File: src/rtl/xpt_pkg.sv
// Package: shared helpers for the crosspoint control memory.
// Assumes the row code is split into one "half" bit (MSB) and a low field
// indexing rows inside that half.
package xpt_pkg;

    // Number of cells for a given matrix size.
    function automatic int cell_count(input int rows, input int cols);
        return rows * cols;
    endfunction

    // Bits needed to hold a row index.
    function automatic int idx_width(input int rows);
        return (rows <= 2) ? 1 : $clog2(rows);
    endfunction

endpackage

File: src/rtl/xpt_sync_bus.sv
// Module: xpt_sync_bus
// Brings a bus of asynchronous host inputs into the clock domain with a
// chain of STAGES flops. All bits see the same delay so fields that belong
// together stay aligned. Assumes the host keeps fields stable for at least
// one clock around strobe edges.
module xpt_sync_bus #(
    parameter int WIDTH  = 10,
    parameter int STAGES = 2
) (
    input  logic             clk,
    input  logic             rst_n,
    input  logic [WIDTH-1:0] din,
    output logic [WIDTH-1:0] dout
);

    logic [WIDTH-1:0] pipe [STAGES];

    genvar s;
    generate
        for (s = 0; s < STAGES; s++) begin : g_stage
            if (s == 0) begin : g_first
                // First stage: capture raw input.
                always_ff @(posedge clk) begin
                    if (!rst_n) pipe[0] <= '0;
                    else        pipe[0] <= din;
                end
            end else begin : g_next
                // Later stages: shift one step further.
                always_ff @(posedge clk) begin
                    if (!rst_n) pipe[s] <= '0;
                    else        pipe[s] <= pipe[s-1];
                end
            end
        end
    endgenerate

    assign dout = pipe[STAGES-1];

endmodule

File: src/rtl/xpt_addr_decode.sv
// Module: xpt_addr_decode
// Maps the sparse row code and column code to one write enable per cell,
// gated by the strobe level. Row codes whose low field is at or above
// ROWS/2 select nothing. Assumes ROWS is even and ROWS/2 <= 2**(ROW_AW-1).
module xpt_addr_decode
    import xpt_pkg::*;
#(
    parameter int ROW_AW = 4,
    parameter int COL_AW = 3,
    parameter int ROWS   = 12,
    parameter int COLS   = 8,
    localparam int CELLS = ROWS * COLS,
    localparam int HALF  = ROWS / 2,
    localparam int LOW_W = ROW_AW - 1,
    localparam int IDX_W = idx_width(ROWS)
) (
    input  logic              clk,
    input  logic              rst_n,
    input  logic [ROW_AW-1:0] row_code,
    input  logic [COL_AW-1:0] col_code,
    input  logic              strobe,
    output logic [CELLS-1:0]  wr_en
);

    logic [LOW_W-1:0] row_lo;
    logic             row_hi;
    logic             row_ok;
    logic             col_ok;
    logic [IDX_W-1:0] row_idx;

    // Split the row code, check the live range and form the dense index.
    always_comb begin
        row_lo  = row_code[LOW_W-1:0];
        row_hi  = row_code[ROW_AW-1];
        row_ok  = ({1'b0, row_lo} < (LOW_W+1)'(HALF));
        row_idx = IDX_W'(row_lo) + (row_hi ? IDX_W'(HALF) : IDX_W'(0));
        col_ok  = ({1'b0, col_code} < (COL_AW+1)'(COLS));
    end

    genvar c, r;
    generate
        for (c = 0; c < COLS; c++) begin : g_col
            for (r = 0; r < ROWS; r++) begin : g_row
                // Cell enable: full address match ANDed with strobe.
                assign wr_en[c*ROWS + r] = strobe && row_ok && col_ok &&
                                           (row_idx == IDX_W'(r)) &&
                                           (col_code == COL_AW'(c));
            end
        end
    endgenerate

    // at most one cell is ever enabled.
    a_r2_one_cell: assert property (@(posedge clk) disable iff (!rst_n)
        $onehot0(wr_en));

    // dead row codes enable no cell.
    a_r3_dead_row: assert property (@(posedge clk) disable iff (!rst_n)
        (row_code[LOW_W-1:0] >= LOW_W'(HALF)) |-> (wr_en == '0));

    // with the strobe low no cell is enabled.
    a_r5_strobe_gate: assert property (@(posedge clk) disable iff (!rst_n)
        !strobe |-> (wr_en == '0));

endmodule

File: src/rtl/xpt_cell_array.sv
// Module: xpt_cell_array
// One register per crosspoint. An enabled cell takes the data bit every
// cycle (transparent capture), so it holds the value present on the last
// enabled cycle. Clear overrides any write. Assumes wr_en is one-hot or zero.
module xpt_cell_array #(
    parameter int CELLS = 96
) (
    input  logic             clk,
    input  logic             rst_n,
    input  logic             clear,
    input  logic             data,
    input  logic [CELLS-1:0] wr_en,
    output logic [CELLS-1:0] cells
);

    genvar i;
    generate
        for (i = 0; i < CELLS; i++) begin : g_cell
            // Cell storage: reset/clear to open, else follow data when enabled.
            always_ff @(posedge clk) begin
                if (!rst_n)        cells[i] <= 1'b0;
                else if (clear)    cells[i] <= 1'b0;
                else if (wr_en[i]) cells[i] <= data;
            end

            // a cell without enable and without clear keeps its value.
            a_r7_keep: assert property (@(posedge clk) disable iff (!rst_n)
                (!clear && !wr_en[i]) |=> $stable(cells[i]));

            // an enabled cell shows the data of the previous cycle.
            a_r5_follow: assert property (@(posedge clk) disable iff (!rst_n)
                (!clear && wr_en[i]) |=> (cells[i] == $past(data)));
        end
    endgenerate

    // clear empties the whole array on the next cycle.
    a_r8_clear_wins: assert property (@(posedge clk) disable iff (!rst_n)
        clear |=> (cells == '0));

endmodule

File: src/rtl/crosspoint_ctrl_mem.sv
// Module: crosspoint_ctrl_mem
// Control memory for a ROWS x COLS crosspoint matrix. Host inputs are
// synchronised as one bus, decoded to a per-cell enable and written into the
// cell array. Output bit col*ROWS + row_index. Assumes the host holds the
// address stable from before the strobe rises until after it falls.
module crosspoint_ctrl_mem
    import xpt_pkg::*;
#(
    parameter int ROW_AW      = 4,
    parameter int COL_AW      = 3,
    parameter int ROWS        = 12,
    parameter int COLS        = 8,
    parameter int SYNC_STAGES = 2,
    localparam int CELLS = ROWS * COLS,
    localparam int BUS_W = ROW_AW + COL_AW + 3
) (
    input  logic              clk,
    input  logic              rst_n,
    input  logic              wr_strobe_i,
    input  logic              wr_data_i,
    input  logic              clear_i,
    input  logic [ROW_AW-1:0] row_code_i,
    input  logic [COL_AW-1:0] col_code_i,
    output logic [CELLS-1:0]  xpt_state_o
);

    logic [BUS_W-1:0]  raw_bus;
    logic [BUS_W-1:0]  sync_bus;
    logic              clear_s;
    logic              strobe_s;
    logic              data_s;
    logic [ROW_AW-1:0] row_s;
    logic [COL_AW-1:0] col_s;
    logic [CELLS-1:0]  wr_en;
    logic [CELLS-1:0]  cells;

    // Pack host inputs so every field sees the same synchronizer delay.
    assign raw_bus = {clear_i, wr_strobe_i, wr_data_i, row_code_i, col_code_i};

    xpt_sync_bus #(
        .WIDTH  (BUS_W),
        .STAGES (SYNC_STAGES)
    ) u_sync (
        .clk  (clk),
        .rst_n(rst_n),
        .din  (raw_bus),
        .dout (sync_bus)
    );

    // Unpack the synchronised bus.
    assign {clear_s, strobe_s, data_s, row_s, col_s} = sync_bus;

    xpt_addr_decode #(
        .ROW_AW(ROW_AW),
        .COL_AW(COL_AW),
        .ROWS  (ROWS),
        .COLS  (COLS)
    ) u_dec (
        .clk     (clk),
        .rst_n   (rst_n),
        .row_code(row_s),
        .col_code(col_s),
        .strobe  (strobe_s),
        .wr_en   (wr_en)
    );

    xpt_cell_array #(
        .CELLS(CELLS)
    ) u_cells (
        .clk  (clk),
        .rst_n(rst_n),
        .clear(clear_s),
        .data (data_s),
        .wr_en(wr_en),
        .cells(cells)
    );

    assign xpt_state_o = cells;

    // reset leaves every crosspoint open.
    a_r1_reset_open: assert property (@(posedge clk)
        !rst_n |=> (xpt_state_o == '0));

    // with a synchronised dead row code the output does not move.
    a_r3_dead_stable: assert property (@(posedge clk) disable iff (!rst_n)
        (!clear_s && (row_s[ROW_AW-2:0] >= (ROW_AW-1)'(ROWS/2))) |=> $stable(xpt_state_o));

    // with the synchronised strobe low and no clear the output holds.
    a_r6_hold_low: assert property (@(posedge clk) disable iff (!rst_n)
        (!strobe_s && !clear_s) |=> $stable(xpt_state_o));

endmodule

File: config.mk
export PLATFORM = sky130hd
export DESIGN_NAME = crosspoint_ctrl_mem
export DESIGN_NICKNAME = d
export VERILOG_FILES = /design/src/rtl/xpt_pkg.sv /design/src/rtl/xpt_sync_bus.sv /design/src/rtl/xpt_addr_decode.sv /design/src/rtl/xpt_cell_array.sv /design/src/rtl/crosspoint_ctrl_mem.sv
export SDC_FILE = /design/constraint.sdc
export NUM_CORES = 1
export LEC_CHECK = 0
export ABC_AREA = 1
export BUFFER_PORTS_ARGS = -buffer_cell sky130_fd_sc_hd__buf_2
export CAP_MARGIN = 20
export CORE_MARGIN = 4
export CORE_UTILIZATION = 57
export CTS_BUF_LIST = sky130_fd_sc_hd__clkbuf_4 sky130_fd_sc_hd__clkbuf_8
export DETAILED_ROUTE_END_ITERATION = 12
export GPL_TIMING_DRIVEN = 0
export PLACE_DENSITY = 0.94
export SLEW_MARGIN = 20
export SYNTH_ARGS = -nofsm -noshare
export SYNTH_HDL_FRONTEND = slang
export SYNTH_SLANG_ARGS = --single-unit
File: constraint.sdc
create_clock -name clk -period 2.4 [get_ports clk]
set_input_delay 0.72 -clock clk [delete_from_list [all_inputs] [get_ports clk]]
set_output_delay 0.72 -clock clk [all_outputs]
set_load 0.02 [all_outputs]
==> key figures <==
Route
  – Initial DRC count: 470
  – Vias per Instance: 5.202
  – Final WL: 13,910 um
  – Drt first pass iters: 6
  – DRC: 0
  – DR WL/cell: 13.53 um
  – Via count: 5,348
  – Final ANT Viol Nets: 0

Timing
  – Setup violations, final: 2
  – Highest clock rate: 0.4111 GHz
  – Fin crit period: 2433 ps
  – Worst-Margin Slew: 764.2 ps
  – Final TNS setup: -36.30 ps
  – Final Skew: 10.39 ps
  – Worst rel slew slack: 48.87%
  – Final Max Slew Viols: 0
  – PnR worst setup slack: -32.51 ps
  – RSZ-0062 raised after global routing: yes
  – Hold Vio Cnt, Final: 0
  – Final worst path period share: 101.4%

Synth
  – Area share of and/or/nand/nor cells after synthesis: 38.81%
  – Mapped Area: 0.005129 mm^2
  – Largest family of logic cells by synthesized area: simple AND/OR/NAND/NOR gates
  – Avg Cell Area, Syn: 6.558 um^2
  – Adder-Cell Fraction of Synth Area: 0.8783%
  – Mux cell area share after synthesis: 0%
  – Compound-cell area share of the yosys netlist: 3.123%
  – YS warnings: 0
  – Syn_nets: 797
  – FF+latch count, synth: 116
  – Synth Area in XOR/XNOR: 0%
  – Post-Synthesis Cells: 782
  – Register area share after synthesis: 45.28%
  – Netlist cell types: 17

Power and ir drop
  – Total power: 0.003843 W
  – Cell Pwr Density: 622.6 mW/mm^2
  – VDD IR max: 0.0004260 V
  – Pleak: 3.365 nW

CTS
  – Worst skew pair latency: 430 ps
  – Root buffer cell: clkbuf_8
  – Clock sink total: 116
  – Total CTS buffers: 17
  – Clk buf depth: 2
  – Clk slew on worst S/H paths: 70 ps
  – Htree depth: 4
  – CTS tree: done

Floorplan
  – Die Area: 0.01058 mm^2
  – Die Y: 102.9 um
  – Core Area: 0.008721 mm^2
  – Rows: 34
  – Die X: 102.9 um
  – IO Count: 108
  – Initial Util: 58.81%

Cells and area
  – Ant. Diodes: 0
  – Nets@finish: 923
  – Area grow syn2layout: 20.35%
  – Most frequent cells in the layout: nand2_1 (195), nor2_1 (161), buf_2 (127)
  – Share of layout cells above drive strength 1: 19.35%
  – Commonest non-fill, non-tap cell in the layout: nand2_1

Global route
  – Tot GR Track Use: 26.55%
  – Vias in the first global route: 4,937
  – Initial antenna violation count: 0
  – Gr ovfl total: 0
  – First-pass GRT wire length: 22,030 um
  – Pin count of the biggest net entering global routing: 17

Placed design
  – Port bufs: 107
  – Placer Congestion: 0.8622
  – Dpl hpwl: 9678 um

Worst setup path
  – Critical path capture point type: flip-flop
  – Startpoint Class: flip-flop
  – Critical setup path kind: flip-flop to flip-flop
  – Crit path max fanout: 8
  – CP arrival: 2790 ps
  – Critical Path RT: 2750 ps

Status
  – Status: finished, violations left
  – Failing checks: negative setup slack

Min path
  – Hold Path Class: flip-flop to flip-flop

Run
  – Max_cap viols: 0
[stage by stage]
| stage | hold slack (ps) | instances | area [um^2] | setup WS [ps] | utilization [%] |
|---|---|---|---|---|---|
| after global placement | 391.1 | 997 | 5799 | 90.80 | 66.50 |
| after CTS | 412.0 | 1028 | 6170 | 0.9353 | 70.75 |
| after floorplan | 386.4 | 782 | 5129 | 549.4 | - |
| after detailed placement | 398.2 | 997 | 5799 | -12.94 | 66.50 |
| final | 410.3 | 1028 | 6172 | -32.51 | 70.77 |
| after global routing | 426.2 | 1028 | 6172 | -65.62 | 70.77 |
[sequential cells by signal (all words and copies together) (netlist names)]
signal / flops
u_cells.cells: 96
u_sync.pipe: 20
[repair_timing]
item,in CTS,in global routing
hold buffers,0,0
setup endpoints to repair,4,17
buffers inserted,0,0
gates resized for setup,2,1
[final cells by class]
type | instances | area [um^2]
Buffer | 43 | 205.2
Clock buffer | 21 | 282.8
Clock inverter | 10 | 82.58
Fill cell | 700 | 2549
Inverter | 108 | 405.4
Multi-Input combinational cell | 515 | 2203
Sequential cell | 116 | 2322
Tap cell | 108 | 135.1
Timing Repair Buffer | 107 | 535.5
[kinds of logic (layout without fill, tap and decap cells)]
logic type               Yosys count  after routing
adder cells (fa/ha/maj)            3              3
flip-flops                       116            116
AO/OA/AOI/OAI                     32             32
AND/OR/NAND/NOR                  480            480
buffers and inverters            151            289
[worst max-delay path, cell delays in order, from the launching register on]
cell and delay [ps]:
dfxtp_1 350, ha_1 200, fa_1 530, nand2_1 150, nor2_1 620, nand3_1 210
nand2_1 120, nand2_1 70, nor2_1 110
[cells in the mapped netlist]
master,n,area share (%)
a21oi_1,32,3.1
buf_1,5,0.37
buf_2,20,2.0
buf_4,5,0.73
clkbuf_1,13,0.95
clkinv_1,1,0.073
dfxtp_1,116,45
fa_1,1,0.39
ha_1,2,0.49
inv_1,105,7.7
inv_2,2,0.15
nand2_1,195,14
nand3_1,103,10
nand4_1,8,0.98
nor2_1,164,12
nor2_2,7,0.85
nor2_4,3,0.66
[routing by layer]
layer	wire length [um]	vias to the layer above	share of wire (%)	GRT usage (%)
li1	-	2629	-	-
met1	5326	2400	38	29.47
met2	6696	265	48	45.33
met3	1361	54	9.8	8.525
met4	522	0	3.8	14.04
met5	0	-	0	0
[final timing paths]
check,from,to,slack (ps),cells after the start
setup / recovery,u_sync.pipe[1][6],u_cells.cells[19],-30,8
setup reg to reg,u_sync.pipe[1][6],u_cells.cells[19],-30,8
hold reg to reg,u_sync.pipe[0][6],u_sync.pipe[1][6],410,2
hold / removal,u_sync.pipe[0][6],u_sync.pipe[1][6],410,2
[where the power goes]
part           switching [W]  internal (W)
logic               0.000167     0.0000554
clock network       0.000776      0.000893
registers         0.00000893       0.00194
total               0.000952       0.00289
Note: power is estimated with default switching activity, not from simulation.
